<file path="config.mk">
export PLATFORM = sky130hd
export DESIGN_NAME = soft_mute_ramp
export DESIGN_NICKNAME = d
export VERILOG_FILES = /design/src/rtl/soft_mute_pkg.sv /design/src/rtl/smr_gain_ctrl.sv /design/src/rtl/smr_scaler.sv /design/src/rtl/smr_status.sv /design/src/rtl/soft_mute_ramp.sv
export SDC_FILE = /design/constraint.sdc
export NUM_CORES = 1
export LEC_CHECK = 0
export ABC_AREA = 1
export ABC_CLOCK_PERIOD_IN_PS = 8900
export CORE_MARGIN = 3
export CORE_UTILIZATION = 55
export DETAILED_ROUTE_END_ITERATION = 8
export PLACE_DENSITY = 0.75
export SETUP_SLACK_MARGIN = 0.05
export SYNTH_ARGS = -nofsm -noshare
export SYNTH_HDL_FRONTEND = slang
export SYNTH_HIERARCHICAL = 1
export SYNTH_SLANG_ARGS = --single-unit
</file>
<file path="constraint.sdc">
create_clock -name clk_i -period 8.9 [get_ports clk_i]
set_input_delay 1.335 -clock clk_i [delete_from_list [all_inputs] [get_ports clk_i]]
set_output_delay 1.335 -clock clk_i [all_outputs]
set_load 0.02 [all_outputs]
</file>
<file path="src/rtl/soft_mute_pkg.sv">
package soft_mute_pkg;
  typedef enum logic [1:0] {
    ST_UNITY = 2'd0,
    ST_RAMP  = 2'd1,
    ST_MUTED = 2'd2
  } mute_state_e;
endpackage

</file>
<file path="src/rtl/smr_gain_ctrl.sv">
module smr_gain_ctrl #(
  parameter int GAIN_W = 10
) (
  input  logic              clk_i,
  input  logic              rst_ni,
  input  logic              frame_i,
  input  logic              mute_i,
  output logic [GAIN_W-1:0] gain_o
);
  localparam logic [GAIN_W-1:0] GainMax = '1;

  logic [GAIN_W-1:0] gain_q, gain_d;

  always_comb begin
    gain_d = gain_q;
    if (frame_i) begin
      if (mute_i && gain_q != '0)       gain_d = gain_q - 1'b1;
      else if (!mute_i && gain_q != GainMax) gain_d = gain_q + 1'b1;
    end
  end

  always_ff @(posedge clk_i or negedge rst_ni) begin
    if (!rst_ni) gain_q <= GainMax;
    else         gain_q <= gain_d;
  end

  assign gain_o = gain_q;
endmodule

</file>
<file path="src/rtl/smr_scaler.sv">
module smr_scaler #(
  parameter int DATA_W = 24,
  parameter int GAIN_W = 10
) (
  input  logic              clk_i,
  input  logic              rst_ni,
  input  logic [GAIN_W-1:0] gain_i,
  input  logic [DATA_W-1:0] sample_i,
  output logic [DATA_W-1:0] sample_o
);
  localparam int PW = DATA_W + GAIN_W + 1;
  localparam logic [GAIN_W-1:0] GainMax = '1;
  localparam logic signed [PW-1:0] Bias = PW'((64'd1 << GAIN_W) - 64'd1);

  logic signed [PW-1:0] prod, sum;
  logic [DATA_W-1:0] scaled, next;

  always_comb begin
    prod = $signed({{(GAIN_W+1){sample_i[DATA_W-1]}}, sample_i}) *
           $signed({{(DATA_W+1){1'b0}}, gain_i});
    // bias negatives so the arithmetic shift truncates toward zero
    sum    = prod[PW-1] ? prod + Bias : prod;
    scaled = sum[GAIN_W +: DATA_W];
    next   = (gain_i == GainMax) ? sample_i : scaled;
  end

  always_ff @(posedge clk_i or negedge rst_ni) begin
    if (!rst_ni) sample_o <= '0;
    else         sample_o <= next;
  end
endmodule

</file>
<file path="src/rtl/smr_status.sv">
module smr_status #(
  parameter int GAIN_W = 10
) (
  input  logic [GAIN_W-1:0]            gain_i,
  output soft_mute_pkg::mute_state_e   state_o
);
  import soft_mute_pkg::*;
  localparam logic [GAIN_W-1:0] GainMax = '1;

  always_comb begin
    if (gain_i == '0)          state_o = ST_MUTED;
    else if (gain_i == GainMax) state_o = ST_UNITY;
    else                        state_o = ST_RAMP;
  end
endmodule

</file>
<file path="src/rtl/soft_mute_ramp.sv">
module soft_mute_ramp #(
  parameter int DATA_W = 24,
  parameter int GAIN_W = 10
) (
  input  logic              clk_i,
  input  logic              rst_ni,
  input  logic              frame_i,
  input  logic              mute_i,
  input  logic [DATA_W-1:0] left_i,
  input  logic [DATA_W-1:0] right_i,
  output logic [DATA_W-1:0] left_o,
  output logic [DATA_W-1:0] right_o,
  output logic [1:0]        state_o
);
  import soft_mute_pkg::*;
  localparam int NumCh = 2;

  logic [GAIN_W-1:0] gain_q;
  logic [NumCh-1:0][DATA_W-1:0] ch_in, ch_out;
  mute_state_e st;

  smr_gain_ctrl #(.GAIN_W(GAIN_W)) i_gain (
    .clk_i(clk_i), .rst_ni(rst_ni), .frame_i(frame_i),
    .mute_i(mute_i), .gain_o(gain_q)
  );

  assign ch_in = {right_i, left_i};

  for (genvar c = 0; c < NumCh; c++) begin : g_ch
    smr_scaler #(.DATA_W(DATA_W), .GAIN_W(GAIN_W)) i_scale (
      .clk_i(clk_i), .rst_ni(rst_ni), .gain_i(gain_q),
      .sample_i(ch_in[c]), .sample_o(ch_out[c])
    );
  end

  smr_status #(.GAIN_W(GAIN_W)) i_status (.gain_i(gain_q), .state_o(st));

  assign left_o  = ch_out[0];
  assign right_o = ch_out[1];
  assign state_o = st;
endmodule

</file>
## Yosys cells after proc, flatten, opt, wreduce, memory -nomap -nowiden

Cells that the tools add are included.

| operators by class | value |
|---|---|
| reduce and logical (&&, ||, !) cells | 7 |
| multiply operators | 2 |
| eq/ne operators | 2 |
| $add $sub $neg | 4 |
| muxes and demuxes | 8 |

Operators by type and width:

| cell | count |
|---|---|
| multiplier 24 x 11 -> 35 bit | 2 |
| adder 34 x 11 -> 34 bit (second input constant) | 2 |
| 2-to-1 mux 34 bit | 2 |
| 2-to-1 mux 24 bit | 2 |
| 2-to-1 mux 10 bit | 2 |
| adder 10 x 1 -> 10 bit (second input constant) | 1 |
| equality test 10 bit (second input constant) | 1 |
| zero test 10 bit | 1 |
| != test 10 bit (second input constant) | 1 |
| nonzero test 10 bit | 1 |
| subtractor 10 x 1 -> 10 bit (second input constant) | 1 |
| logical AND 1 bit | 2 |
| 2-to-1 mux 2 bit | 1 |
| AND reduction 2 bit | 1 |
| nonzero test 2 bit | 1 |
| zero test 1 bit | 1 |
| 2-to-1 mux 1 bit | 1 |

| storage, ports and cells | value |
|---|---|
| output and inout port bits | 50 |
| logic and storage cells | 26 |
| flip-flop bits (word level) | 58 |
| input bits | 52 |

## Depth between registers and ports, before layout

| depth | value |
|---|---|
| word-level depth | 4 |
| gate-level depth with buffers | 34 |
| gate-level depth less buffers | 32 |

## Modules after synthesis

Netlist, hierarchy kept.

Modules (own cells, without submodules):

| module | cells each | sequential area each (um2) | area each (um2) | instances |
|---|---|---|---|---|
| smr_scaler (g_ch[0].i_scale) | 1710 | 600.6 | 11631.2 | 1 |
| smr_scaler (g_ch[1].i_scale) | 1709 | 600.6 | 11584.9 | 1 |
| smr_gain_ctrl | 133 | 262.8 | 939.7 | 1 |
| smr_status | 17 | 0.0 | 70.1 | 1 |

## Worst setup path after synthesis

Ideal clock, no wire load.

| path | value |
|---|---|
| path kind | input to register |
| from | input left_i[23] |
| to | register g_ch[0].i_scale.sample_o[22] |
| path buffers | 2 |
| path slack | 2.494 ns |
| data required time | 8.782 ns |
| library setup time | 0.118 ns |
| arrival | 6.289 ns |
| stages | 28 |
| path through | clkbuf_1 nand2_1 inv_1 fa_1 fa_1 inv_1 fa_1 inv_1 fa_1 inv_1 fa_1 inv_1 ha_1 inv_1 o21ai_0 nor2_1 nand2_1 nor2_1 nand2_1 nand2_1 nand2_1 inv_1 nand2_1 nand2_2 buf_4 nand4_1 nand3_1 nand2_1 |

| between the ends | value |
|---|---|
| word-level cells in the longest chain between the ends | 4 |

RTL lines:

| what | RTL line | source |
|---|---|---|
| start: declaration | soft_mute_ramp.sv:9 | `input logic [DATA_W-1:0] left_i,` |
| multiplier 24 x 11 -> 35 bit (*) | smr_scaler.sv:19 | `prod = $signed({{(GAIN_W+1){sample_i[DATA_W-1]}}, sample_i}) *` |
| adder 34 x 11 -> 34 bit | smr_scaler.sv:22 | `sum = prod[PW-1] ? prod + Bias : prod;` |
| 2-to-1 mux 34 bit (*) | smr_scaler.sv:22 |  |
| 2-to-1 mux 24 bit (*) | smr_scaler.sv:24 | `next = (gain_i == GainMax) ? sample_i : scaled;` |
| via g_ch[0].i_scale.next[22] | smr_scaler.sv:16 | `logic [DATA_W-1:0] scaled, next;` |
| end signal: assignment | smr_scaler.sv:29 | `else sample_o <= next;` |
| end: declaration | smr_scaler.sv:9 | `output logic [DATA_W-1:0] sample_o` |

Mark *: on every way through the listed nets, which the timed path passes. The rest lies on a longest branch.
A chain may end at the register's enable or synchronous reset.

## Worst setup path after layout

| path | value |
|---|---|
| from | input left_i[5] |
| to | register g_ch[0].i_scale.sample_o[6] |

Same word-level chain as after synthesis.

==> flow_metrics.env <==
export IMPL_num_rows=76
export IMPL_synth_cell_types=43
export IMPL_maxCapViolCount=0
export IMPL_synth_xor_area_frac=0.0105
export IMPL_reg2reg_from="i_gain/gain_o[3]"
export IMPL_yosysMostFrequentCell="nand2_1"
export IMPL_htreeDepth=3
export IMPL_core_area_sq_um=43300
export IMPL_fin_tns_setup_ns=0
export IMPL_fin_skew_ns=0.0130
export IMPL_antenna_found_initial=0
export IMPL_startpoint="left_i[5]"
export IMPL_first_pass_iters=7
export IMPL_grt_pass1_vias=21000
export IMPL_worstSetupStartpointType="primary input"
export IMPL_hold_buffers=0
export IMPL_die_height_microns=216
export IMPL_syn_area_per_cell_sq_um=6.79
export IMPL_cts_sinks=58
export IMPL_use_met3=0.0414
export IMPL_synth_fa_ha_area_frac=0.430
export IMPL_synth_edff_count=0
export IMPL_tightest_slew_ns=1.08
export IMPL_gp_congestion=0.985
export IMPL_area_delta_synth_final_pct=7.11
export IMPL_clk_pin_slew_worst_paths_ns=0.06
export IMPL_overflow=0
export IMPL_cts_tree="done"
export IMPL_status="complete, no violations"
export IMPL_finalWirelength_microns=63800
export IMPL_synthTopCellsByArea="fa_1 35%, nand2_1 18%, inv_1 15%"
export IMPL_netlist_area_sq_um=24200
export IMPL_drt_wirelength_per_cell_microns=15.3
export IMPL_worstPathArrival_ns=7.94
export IMPL_synth_top_area_frac=0.346
export IMPL_min_period_ns=7.63
export IMPL_synth_top_family_by_area="adder cells"
export IMPL_crit_path_end_kind="register"
export IMPL_async_flop_share=1.00
export IMPL_critPathMaxFanout=26
export IMPL_cp_data_required_time_ns=9.21
export IMPL_synthSimpleGateAreaFrac=0.297
export IMPL_top_usage_layer="met2"
export IMPL_start_util=0.560
export IMPL_antenna_cells=0
export IMPL_ys_warn_count=6
export IMPL_hold_viol_final=0
export IMPL_cts_resized=0
export IMPL_maxSlewHeadroom=0.277
export IMPL_use_met1=0.414
export IMPL_crit_type="primary input to register"
export IMPL_hold_path_class="register to register"
export IMPL_num_nets_final=4216
export IMPL_grt_max_degree=59
export IMPL_finalMaxSlewViolations=0
export IMPL_use_met2=0.451
export IMPL_synth_compound_area_share=0.0267
export IMPL_critPathMaxStageDelay_ns=0.87
export IMPL_cts_root_buffer="clkbuf_16"
export IMPL_drive_above_1_share=0.0577
export IMPL_drc=0
export IMPL_grt_pass1_wl_microns=108000
export IMPL_rsz0062_at_grt="false"
export IMPL_routed_via_density=5.14
export IMPL_io_pins=102
export IMPL_port_buffers=101
export IMPL_ys_seq_area_frac=0.0604
export IMPL_drtIter0Drc=1673
export IMPL_path_common_cell="nand2_1"
export IMPL_syn_inst=3569
export IMPL_dp_final_hpwl_microns=52400
export IMPL_setup_viol=0
export IMPL_cts_buffers_inserted=9
export IMPL_grt_usage=0.285
export IMPL_dieArea_sq_um=46600
export IMPL_cts_path_max_buffers=2
export IMPL_vias=21400
export IMPL_ant_nets=0
export IMPL_post_cts_setup_buffers=0
export IMPL_ys_ff_latch=58
export IMPL_ys_flop_type="dfrtp_1"
export IMPL_dieWidth_microns=216
export IMPL_syn_nets=4202
export IMPL_clkLatencyLatePin_ns=0.38
export IMPL_ys_top_cells_by_count="1,154 x nand2_1, 971 x inv_1, 419 x fa_1"
export IMPL_min_period_over_period=0.858
export IMPL_fill_cells=4115
export IMPL_synth_mux_area_frac=0
export IMPL_min_from="i_gain/gain_o[6]"
export IMPL_slowest_stage="clkdlybuf4s50_1"
export IMPL_post_synth_top_area_cell="fa_1"
export IMPL_max_freq_ghz=0.131
-- final timing paths --
| check | to | slack [ns] | cells after the start |
|---|---|---|---|
| setup / recovery | g_ch[0].i_scale/sample_o[6] | 1.27 | 28 |
| hold / removal | i_gain/gain_o[6] | 0.72 | 2 |
| setup reg to reg | g_ch[0].i_scale/sample_o[6] | 1.56 | 28 |
| hold reg to reg | i_gain/gain_o[6] | 0.72 | 2 |
| max in group asynchronous | g_ch[0].i_scale/sample_o[21] | 7.13 | 2 |
| min in group asynchronous | g_ch[1].i_scale/sample_o[19] | 1.15 | 2 |
-- cell families after synthesis --
kind of cell,Yosys count
AND/OR/NAND/NOR,1664
buffers and inverters,1122
adder cells (fa/ha/maj),581
AO/OA/AOI/OAI,115
flip-flops,58
XOR/XNOR,29
-- state kept, by name (all words and copies together), names as in the netlist --
signal and count:
i_gain/gain_o 10, g_ch.i_scale/sample_o 48
-- cell usage in the layout, fill, tap and decap left out, types with 3 or more instances in the layout --
cell type / netlist / routed
nand3b_1: 13 / 13
clkdlybuf4s50_1: 0 / 100
nor3_1: 19 / 19
nand3_1: 168 / 168
clkbuf_16: 0 / 9
o21ai_0: 25 / 25
nor3_2: 3 / 3
inv_2: 28 / 28
nand3_2: 17 / 17
dfrtp_1: 48 / 48
a21oi_1: 57 / 57
nor2_1: 133 / 133
xnor2_1: 16 / 16
o21ai_1: 12 / 12
nand3_4: 4 / 4
o21ai_2: 3 / 3
nor2_4: 7 / 7
nand4_1: 53 / 53
nand2_4: 7 / 7
o21bai_1: 6 / 6
inv_1: 971 / 971
nand2_2: 50 / 50
clkbuf_8: 0 / 3
ha_1: 162 / 162
fa_1: 419 / 419
nor2_2: 31 / 31
dfstp_2: 10 / 10
buf_4: 3 / 24
xor2_1: 13 / 13
nand2_1: 1154 / 1154
-- through the flow --
stage,hold WS (ns),worst slack [ns],cell area (sq um),instances,util
after floorplan,0.487,2.49,24200,3569,-
after global routing,0.755,0.763,25900,4172,0.600
after detailed placement,0.713,1.02,25600,4157,0.593
after CTS,0.722,1.40,25900,4172,0.600
after global placement,0.709,1.06,25600,4157,0.593
final,0.721,1.27,25900,4172,0.600
-- cell type report --
type                            count  area [sq um]  share of cell area
Multi-Input combinational cell   2389         18500               0.713
Timing Repair Buffer              125          1190              0.0457
Clock inverter                      2          35.0             0.00135
Inverter                         1000          3750               0.145
Clock buffer                       13           270              0.0104
Tap cell                          585           732              0.0282
Sequential cell                    58          1460              0.0564
-- metal layers --
| metal | share of wire | vias up |
|---|---|---|
| met3 | 0.078 | 89 |
| met4 | 0.021 | 0 |
| li1 | - | 10300 |
| met2 | 0.45 | 778 |
| met5 | 0 | - |
| met1 | 0.45 | 10300 |
-- worst max-delay path: cells and delay by family --
family / cells / cell delay [ns]
adder cells (fa/ha/maj): 6 / 3.00
AND/OR/NAND/NOR: 15 / 2.02
buffers and inverters: 5 / 1.11
AO/OA/AOI/OAI: 2 / 0.44
Power is not shown: default switching activity piles up to over one toggle a cycle in this logic, so the estimate is an artifact.
